### config.mk
export PLATFORM = sky130hd
export DESIGN_NAME = cache2w_top
export DESIGN_NICKNAME = d
export VERILOG_FILES = /design/src/rtl/cache2w_pkg.sv /design/src/rtl/cache2w_tags.sv /design/src/rtl/cache2w_lines.sv /design/src/rtl/cache2w_fsm.sv /design/src/rtl/cache2w_top.sv
export SDC_FILE = /design/constraint.sdc
export NUM_CORES = 2
export LEC_CHECK = 0
export BUFFER_PORTS_ARGS = -buffer_cell sky130_fd_sc_hd__buf_4
export CAP_MARGIN = 20
export CORE_MARGIN = 2
export CORE_UTILIZATION = 53
export CTS_CLUSTER_SIZE = 12
export DETAILED_ROUTE_END_ITERATION = 12
export PLACE_DENSITY = 0.72
export SYNTH_ARGS = -nofsm -noshare
export SYNTH_HDL_FRONTEND = slang
export SYNTH_SLANG_ARGS = --single-unit
### constraint.sdc
create_clock -name clk -period 5.4 [get_ports clk]
set_input_delay 0.54 -clock clk [delete_from_list [all_inputs] [get_ports clk]]
set_output_delay 0.54 -clock clk [all_outputs]
set_load 0.02 [all_outputs]
### src/rtl/cache2w_pkg.sv
package cache2w_pkg;

  typedef enum logic [1:0] {
    ST_LOOKUP = 2'd0,
    ST_WBACK  = 2'd1,
    ST_REFILL = 2'd2
  } cstate_e;

  // Empty ways first, then the way the LRU bit points at.
  function automatic logic pick_victim(input logic [1:0] vld, input logic lru);
    if (!vld[0]) return 1'b0;
    if (!vld[1]) return 1'b1;
    return lru;
  endfunction

endpackage

### src/rtl/cache2w_tags.sv
module cache2w_tags #(
  parameter int TAG_W = 18,
  parameter int SET_W = 4
) (
  input  logic                   clk,
  input  logic                   rst_n,
  input  logic [SET_W-1:0]       set_idx,
  input  logic [TAG_W-1:0]       look_tag,
  output logic [1:0]             way_hit,
  output logic [1:0]             way_vld,
  output logic [1:0]             way_dty,
  output logic [1:0][TAG_W-1:0]  way_tag,
  output logic                   lru_bit,
  input  logic                   touch_en,
  input  logic                   touch_way,
  input  logic                   mark_dirty,
  input  logic                   fill_en,
  input  logic                   fill_way,
  input  logic [TAG_W-1:0]       fill_tag
);
  localparam int SETS = 1 << SET_W;

  logic [SETS-1:0] lru_q;

  for (genvar w = 0; w < 2; w++) begin : g_way
    logic [TAG_W-1:0] tag_q [SETS];
    logic [SETS-1:0]  vld_q;
    logic [SETS-1:0]  dty_q;
    logic             fill_me;
    logic             touch_me;

    assign fill_me  = fill_en  && (fill_way  == 1'(w));
    assign touch_me = touch_en && (touch_way == 1'(w));

    always_ff @(posedge clk) begin
      if (fill_me) tag_q[set_idx] <= fill_tag;
    end

    always_ff @(posedge clk or negedge rst_n) begin
      if (!rst_n) begin
        vld_q <= '0;
        dty_q <= '0;
      end else if (fill_me) begin
        vld_q[set_idx] <= 1'b1;
        dty_q[set_idx] <= 1'b0;
      end else if (touch_me && mark_dirty) begin
        dty_q[set_idx] <= 1'b1;
      end
    end

    assign way_vld[w] = vld_q[set_idx];
    assign way_dty[w] = dty_q[set_idx];
    assign way_tag[w] = tag_q[set_idx];
    assign way_hit[w] = vld_q[set_idx] && (tag_q[set_idx] == look_tag);
  end

  // LRU bit names the way to evict next: the other one from the last use.
  always_ff @(posedge clk or negedge rst_n) begin
    if (!rst_n)        lru_q <= '0;
    else if (fill_en)  lru_q[set_idx] <= ~fill_way;
    else if (touch_en) lru_q[set_idx] <= ~touch_way;
  end

  assign lru_bit = lru_q[set_idx];

endmodule

### src/rtl/cache2w_lines.sv
module cache2w_lines #(
  parameter int SET_W  = 4,
  parameter int LINE_W = 64
) (
  input  logic                   clk,
  input  logic [SET_W-1:0]       set_idx,
  input  logic                   wr_en,
  input  logic                   wr_way,
  input  logic [LINE_W-1:0]      wr_line,
  output logic [1:0][LINE_W-1:0] rd_lines
);
  localparam int SETS = 1 << SET_W;

  for (genvar w = 0; w < 2; w++) begin : g_way
    logic [LINE_W-1:0] line_q [SETS];

    always_ff @(posedge clk) begin
      if (wr_en && (wr_way == 1'(w))) line_q[set_idx] <= wr_line;
    end

    assign rd_lines[w] = line_q[set_idx];
  end

endmodule

### src/rtl/cache2w_fsm.sv
module cache2w_fsm
  import cache2w_pkg::*;
(
  input  logic    clk,
  input  logic    rst_n,
  input  logic    miss,
  input  logic    victim_dirty,
  input  logic    mem_ack,
  output cstate_e state,
  output logic    fill_done
);
  cstate_e nxt;

  always_comb begin
    nxt = state;
    unique case (state)
      ST_LOOKUP: if (miss)    nxt = victim_dirty ? ST_WBACK : ST_REFILL;
      ST_WBACK:  if (mem_ack) nxt = ST_REFILL;
      ST_REFILL: if (mem_ack) nxt = ST_LOOKUP;
      default:                nxt = ST_LOOKUP;
    endcase
  end

  always_ff @(posedge clk or negedge rst_n) begin
    if (!rst_n) state <= ST_LOOKUP;
    else        state <= nxt;
  end

  assign fill_done = (state == ST_REFILL) && mem_ack;

endmodule

### src/rtl/cache2w_top.sv
module cache2w_top
  import cache2w_pkg::*;
#(
  parameter int TAG_W  = 18,
  parameter int SET_W  = 4,
  parameter int WORD_W = 2,
  parameter int DATA_W = 16,
  localparam int ADDR_W = TAG_W + SET_W + WORD_W,
  localparam int BLK_W  = TAG_W + SET_W,
  localparam int LINE_W = DATA_W << WORD_W
) (
  input  logic              clk,
  input  logic              rst_n,
  input  logic              cpu_req,
  input  logic              cpu_we,
  input  logic [ADDR_W-1:0] cpu_addr,
  input  logic [DATA_W-1:0] cpu_wdata,
  output logic [DATA_W-1:0] cpu_rdata,
  output logic              cpu_ready,
  output logic              mem_req,
  output logic              mem_we,
  output logic [BLK_W-1:0]  mem_addr,
  output logic [LINE_W-1:0] mem_wdata,
  input  logic [LINE_W-1:0] mem_rdata,
  input  logic              mem_ack
);

  function automatic logic [TAG_W-1:0] tag_of(input logic [ADDR_W-1:0] a);
    return a[ADDR_W-1 -: TAG_W];
  endfunction

  function automatic logic [SET_W-1:0] set_of(input logic [ADDR_W-1:0] a);
    return a[WORD_W +: SET_W];
  endfunction

  function automatic logic [DATA_W-1:0] word_of(input logic [LINE_W-1:0] line,
                                                 input logic [WORD_W-1:0] idx);
    return line[idx*DATA_W +: DATA_W];
  endfunction

  function automatic logic [LINE_W-1:0] merge_word(input logic [LINE_W-1:0] line,
                                                    input logic [WORD_W-1:0] idx,
                                                    input logic [DATA_W-1:0] wd);
    logic [LINE_W-1:0] r;
    r = line;
    r[idx*DATA_W +: DATA_W] = wd;
    return r;
  endfunction

  logic [TAG_W-1:0]            req_tag;
  logic [SET_W-1:0]            req_set;
  logic [WORD_W-1:0]           req_word;
  logic [1:0]                  way_hit, way_vld, way_dty;
  logic [1:0][TAG_W-1:0]       way_tag;
  logic [1:0][LINE_W-1:0]      rd_lines;
  logic                        lru_bit, hit_any, hit_way, victim, vic_dirty;
  logic                        in_lookup, ev_hit, ev_miss, fill_done;
  logic                        wr_en, wr_way;
  logic [LINE_W-1:0]           hit_line, wr_line;
  cstate_e                     state;

  assign req_tag  = tag_of(cpu_addr);
  assign req_set  = set_of(cpu_addr);
  assign req_word = cpu_addr[WORD_W-1:0];

  cache2w_tags #(.TAG_W(TAG_W), .SET_W(SET_W)) u_tags (
    .clk        (clk),
    .rst_n      (rst_n),
    .set_idx    (req_set),
    .look_tag   (req_tag),
    .way_hit    (way_hit),
    .way_vld    (way_vld),
    .way_dty    (way_dty),
    .way_tag    (way_tag),
    .lru_bit    (lru_bit),
    .touch_en   (ev_hit),
    .touch_way  (hit_way),
    .mark_dirty (cpu_we),
    .fill_en    (fill_done),
    .fill_way   (victim),
    .fill_tag   (req_tag)
  );

  cache2w_lines #(.SET_W(SET_W), .LINE_W(LINE_W)) u_lines (
    .clk      (clk),
    .set_idx  (req_set),
    .wr_en    (wr_en),
    .wr_way   (wr_way),
    .wr_line  (wr_line),
    .rd_lines (rd_lines)
  );

  cache2w_fsm u_fsm (
    .clk          (clk),
    .rst_n        (rst_n),
    .miss         (ev_miss),
    .victim_dirty (vic_dirty),
    .mem_ack      (mem_ack),
    .state        (state),
    .fill_done    (fill_done)
  );

  // Named events used by the checker.
  assign hit_any   = |way_hit;
  assign hit_way   = way_hit[1];
  assign in_lookup = (state == ST_LOOKUP);
  assign ev_hit    = in_lookup && cpu_req && hit_any;
  assign ev_miss   = in_lookup && cpu_req && !hit_any;
  assign victim    = pick_victim(way_vld, lru_bit);
  assign vic_dirty = way_vld[victim] && way_dty[victim];

  assign hit_line  = rd_lines[hit_way];
  assign cpu_ready = ev_hit;
  assign cpu_rdata = word_of(hit_line, req_word);

  assign wr_en   = fill_done || (ev_hit && cpu_we);
  assign wr_way  = fill_done ? victim : hit_way;
  assign wr_line = fill_done ? mem_rdata : merge_word(hit_line, req_word, cpu_wdata);

  assign mem_req   = !in_lookup;
  assign mem_we    = (state == ST_WBACK);
  assign mem_addr  = mem_we ? {way_tag[victim], req_set} : {req_tag, req_set};
  assign mem_wdata = rd_lines[victim];

endmodule

# Yosys cells after proc, flatten, opt, wreduce, memory -nomap -nowiden
# Memory sizes are Yosys's and may differ from the RTL's.
# Index checks and enable logic that the tools add are counted.
# word_totals
reg_bits	82
mem_count	4
output_inout_bits	105
word_cells	114
ramBits	2624
# op_classes
shift	3
n_eq_ne	7
mux	53
bitwise	10
reduce_logical	26
magnitude_cmp	4
addsub	1
# mem_list
memory	words	word_bits	read_ports	rd_ports_with_merged_regs	wr	line	text
u_lines.g_way[0].line_q	16	64	1	0	1	cache2w_lines.sv:15	logic [LINE_W-1:0] line_q [SETS];
u_lines.g_way[1].line_q	16	64	1	0	1	cache2w_lines.sv:15	
u_tags.g_way[0].tag_q	16	18	1	0	1	cache2w_tags.sv:26	logic [TAG_W-1:0] tag_q [SETS];
u_tags.g_way[1].tag_q	16	18	1	0	1	cache2w_tags.sv:26	
# op_table
operator	count
2-to-1 mux 64 bit	5
2-to-1 mux 16 bit	6
bitwise mux 64 bit	1
bitwise OR 16 bit	4
variable shift 16 x 34 -> 64 bit, first input constant	1
variable part select 16 x 34 -> 64 bit	1
variable part select 64 x 7 -> 16 bit	1
equality test 18 bit	2
2-to-1 mux 18 bit	2
negation 6 -> 34 bit	1
bitwise AND 16 bit	2
bitwise mux 16 bit	2
2-to-1 mux 1 bit	25
2-to-1 mux 22 bit	1
binary-select mux 1 bit (select 4 bit)	5
logical AND 1 bit	17
NOT 16 bit	1
2-to-1 mux 2 bit	4
case mux 2 bit (3 select lines)	1
nonzero test 2 bit	3
< comparator 4 x 5 -> 1 bit, second input constant	1
demux 1 bit (select 4 bit)	1
greater-or-equal comparator 4 x 1 -> 1 bit, second input constant	1
< comparator 1 x 2 -> 1 bit, second input constant	2
other kinds (10)	14

# Logic depth before layout (Yosys ltp)
# depth
word_depth	12
mapped_depth	18
ltp_nobuf	10

# Hierarchy
# Synthesis repeated with hierarchy kept, for this count alone.
# unflattened
cells_unflattened	5222
hier_area_um2	107648.2
# by_module_without_submodules
mod	instances	area_per_inst_um2	cells_each
cache2w_lines	1	76520.9	3171
cache2w_tags	1	27202.3	1554
cache2w_top	1	3827.4	488
cache2w_fsm	1	97.6	9

# Least setup slack after synthesis
# OpenSTA, ideal clock, no wires.
# synth_path
kind	in2reg
start	in cpu_addr[3]
end	mem u_lines.g_way[0].line_q[0][0] (enable)
cell_stages	17
setup_ns	0.487
path_buffers	8
arrival_ns	6.171
t_required_ns	4.913
path_slack_ns	-1.258
cell_sequence	buf_6 -> buf_12 -> buf_6 -> buf_6 -> buf_2 -> buf_2 -> nor2_1 -> a221oi_1 -> xnor2_1 -> nor2_1 -> nor4b_1 -> nand4b_1 -> or3b_1 -> buf_6 -> and2_4 -> buf_6 -> nor2_1
# synth_via
elab_chain_len	11
# synth_rtl
item	line	text
start: declaration	cache2w_top.sv:16	input logic [ADDR_W-1:0] cpu_addr,
branches (longest 11 deep; another with memory (16 x 18 bit))	-	
end: declaration	cache2w_lines.sv:15	
# Parallel ways; which one is timed is not known. The select of a mux whose other input is x is not followed.

# Worst setup path in the final report
# layout_path
start	mem u_tags.g_way[1].tag_q[11][11]
end	out cpu_rdata[9]
# layout_via
elab_chain_len	6
# layout_rtl
item	line	text
start: declaration	cache2w_tags.sv:26	
memory (16 x 18 bit)	-	
equality test 18 bit	cache2w_tags.sv:54	assign way_hit[w] = vld_q[set_idx] && (tag_q[set_idx] == look_tag);
logical AND 1 bit	cache2w_tags.sv:54	
2-to-1 mux 64 bit (not written as such) (2 in series)	cache2w_top.sv:112	assign hit_line = rd_lines[hit_way];
variable part select 64 x 7 -> 16 bit	cache2w_top.sv:38	return line[idx*DATA_W +: DATA_W];
end: declaration	cache2w_top.sv:18	output logic [DATA_W-1:0] cpu_rdata,
# Every way passes these cells. The select of a mux whose other input is x is not followed.

==> impl_results.md <==
- DP HPWL: 173,000 um
- Area Overhead vs Synth: 14.7%
- CP required: 4860 ps
- Synthesized area: 108,000 sq um
- Worst setup EP type: primary output
- Peak supply drop: 0.332 mV
- Max FO, Critical Path: 14
- Power share of the clock group: 37.2%
- Clock sink count: 2,706
- Worst Skew: 82.8 ps
- Num rows: 165
- GRT Resource Usage Total: 28.3%
- Root Driver: clkbuf_16
- Post-synthesis async set-or-reset flop share: 3.03%
- Routability cong.: 0.964
- Post-synth EDFFs: 2,624
- Pin count of the biggest net entering global routing: 135
- Leak Pwr: 0.0402 uW
- Period utilization: 99.7%
- Drt pass-1 iters: 7
- #FFs+latches synth: 2,706
- Final ANT Viol Nets: 0
- Initial core utilization: 53.3%
- Primary FF master, synth: edfxtp_1
- Final instance area: 124,000 sq um
- First-iteration detailed-routing DRC count: 8,165
- Clock Latency Late Sink: 940 ps
- DIE AREA: 207,000 sq um
- H-Tree Depth: 5
- Logic pwr share: 11.8%
- Placed Instances: 7,804
- Final min period: 5390 ps
- Placed instance area: 115,000 sq um
- Syn. warnings: 0
- Avg Synthesized Cell Area: 22.0 sq um
- Maxcap violations: 0
- Total gr overflow: 0
- Cell count after synthesis: 4,894
- Unrepaired setup endpoints after global routing: false
- CP Class: register to primary output
- Worst R2R Path Depth: 16
- DR WL/cell: 35.4 um
- Clock-pin slew of the registers on the worst-case setup and hold paths: 60 ps
- Vias in the first global route: 55,000
- PortBufs: 213
- PwrDens: 382 nW/um^2
- Internal: 36,200 uW
- Sw frac: 23.6%
- Layout cells sized above 1: 33.7%
- Nets: 5,558
- Crit. Startpoint: u_tags.g_way[1].tag_q[11][11]
- First-pass GRT wire length: 411,000 um
- Hold Fails Final Rpt: 0
- Die height: 455 um
- Vias after detailed routing: 55,300
- Net Count, Synth: 5,008
- Pre-CTS setup slack: -377 ps
- Worst-margin pin slew: 1180 ps
- DRC: 0
- CTS tree: yes
- Reg2reg start: u_tags.g_way[1].tag_q[11][11]
- Clock Path Buffers: 4
- Max Freq: 186 MHz
- Drt total wl: 292,000 um
- Core footprint: 202,000 sq um
- Startpoint Class: register
- Total power draw: 47,300 uW
- Endpoint arrival time on the critical path: 4850 ps
- Fin cells: 8,256
- Hold depth: 3
- Final Core Density: 61.2%
- Setup violators final: 0
- Status: completed
- Sequential cell area fraction in the yosys report: 75.0%
- Relative slew slack: 20.6%
- Hold Path Origin: mem_ack
- Avg Vias per Cell: 6.70
- CTS buffer count: 290
- Die X: 455 um
- Worst hold path class: input port to register
- Seq pwr share: 51.1%
- NetSw: 11,100 uW
- Cell variety after synth: 78
- Max Slew Vio Count: 0
- Final WS setup: 14.1 ps
- Initial antenna violation count: 7
- Num ports: 214
-- final timing paths --
| check | to | slack, ps |
|---|---|---|
| max | cpu_rdata[9] | 10 |
| min | u_fsm.state[1] | 80 |
| max reg2reg | u_lines.g_way[0].line_q[9][4] | 660 |
| min reg2reg | u_tags.g_way[0].vld_q[14] | 460 |
| max in group asynchronous | u_tags.g_way[1].vld_q[4] | 4100 |
| min in group asynchronous | u_tags.g_way[0].vld_q[11] | 130 |
-- layer usage --
layer / global-route usage, % / wire length (um) / up-vias
met2: 43.7 / 139000 / 3635
met1: 38.4 / 106000 / 29300
met5: 0 / 26 / -
met4: 14.8 / 17500 / 4
met3: 5.82 / 29700 / 678
li1: - / - / 21800
-- Yosys cell counts, drive strengths merged (5+ instances only) --
| library cell | instances | area, sq um |
|---|---|---|
| a31oi | 10 | 62.6 |
| o21a | 69 | 519 |
| nor2 | 111 | 452 |
| nand4 | 6 | 37.5 |
| ha | 5 | 62.6 |
| dfrtp | 82 | 2050 |
| edfxtp | 2624 | 78800 |
| xor2 | 7 | 61.3 |
| a221oi | 8 | 70.1 |
| a211oi | 12 | 95.1 |
| or2 | 37 | 231 |
| xnor2 | 29 | 254 |
| o22a | 34 | 298 |
| o21bai | 16 | 120 |
| and3 | 18 | 113 |
| o22ai | 10 | 68.8 |
| o21ai | 105 | 533 |
| clkbuf | 125 | 469 |
| nand2 | 104 | 390 |
| mux2 | 89 | 1000 |
| a22oi | 41 | 308 |
| and2 | 6 | 40.0 |
| a22o | 8 | 70.1 |
| buf | 165 | 985 |
| mux2i | 187 | 1890 |
| inv | 19 | 71.3 |
| nor2b | 8 | 50.1 |
| nand2b | 12 | 75.1 |
| o2bb2ai | 18 | 158 |
| a21oi | 80 | 400 |
| mux4 | 781 | 17600 |
| nor3 | 11 | 55.1 |
-- kinds of logic after synthesis --
group | share of synthesized area (%)
flip-flops | 75.0
multiplexers | 19.0
AO/OA/AOI/OAI | 2.69
AND/OR/NAND/NOR | 1.60
buffers and inverters | 1.41
XOR/XNOR | 0.292
adder cells (fa/ha/maj) | 0.0580
-- repair_timing --
action | CTS | global route
setup buffers | 2 | 3
setup endpoints to repair | 17 | 17
endpoints found under the hold margin | 24 | 0
resized for setup | 19 | 20
hold buffers | 5 | 0
gates cloned | 2 | 1
pin swaps | 1 | 8
-- state kept, by name, summed over array words and instances, names as in the netlist, named ones only --
name                  flops
u_lines.g_way.line_q   2048
u_tags.g_way.tag_q      576
u_tags.g_way.vld_q       32
u_tags.lru_q             16
u_fsm.state               2
-- cell usage in the layout, fill, tap and decap left out, types with 9 or more instances in the layout --
cell       netlist  layout
or2_2           37      36
inv_1           19      19
nand2b_1        12      12
a22oi_1         41      34
dfrtp_1         82      82
mux2i_1        185     174
nor2_4           2      33
clkinv_2         0      12
o22ai_1          9       9
and3_1          18      15
clkbuf_1       125      76
a31oi_1         10       9
o2bb2ai_1       18      18
mux2_2          89      89
a21oi_1         80      80
nor2_1         101      46
xnor2_1         29      29
buf_4           28     435
clkinv_1         0      26
a211oi_1        11      10
nand2_1        104     104
o21a_1          68      68
mux2i_2          1       9
o21bai_1        16      16
o21ai_0        101     100
buf_12           3      88
nor2_2           8      32
o22a_1          34      34
clkbuf_16        0     296
edfxtp_1      2624    2624
mux4_2         779     779
-- power by group through the flow --
stage	combinational [uW]	sequential, uW	clock, uW
after floorplan	2990	24600	0
after global placement	5340	24600	0
after detailed placement	5430	24600	0
after CTS	5470	24200	17800
after global routing	5770	24200	18600
final	5560	24200	17600
-- stage by stage --
stage	setup TNS, ps	hold slack [ps]
CTS	0	14.8
finish	0	75.6
floorplan	-1018230	244
detailed placement	-72000	438
global placement	-48560	434
global route	0	42.0
-- area by class of cell --
type,instances,area (sq um)
inverters,19,71.3
repair buffers,548,5440
clock inverters,49,317
diodes,7,17.5
well taps,2672,3340
fillers,13700,78600
multi-input cells,1879,26000
clock buffers,376,7740
flip-flops and latches,2706,80800
-- worst max-delay path, cell delays in order (launching register included) --
cell	delay [ps]
edfxtp_1	370
mux4_2	510
mux2i_2	270
buf_4	180
xnor2_1	60
nor2_1	160
a211oi_1	120
nor3_2	330
nand4_1	160
buf_6	170
buf_12	170
mux2i_1	190
a22oi_1	640
and3_1	400
buf_4	190
(Power assumes the default switching activity.)
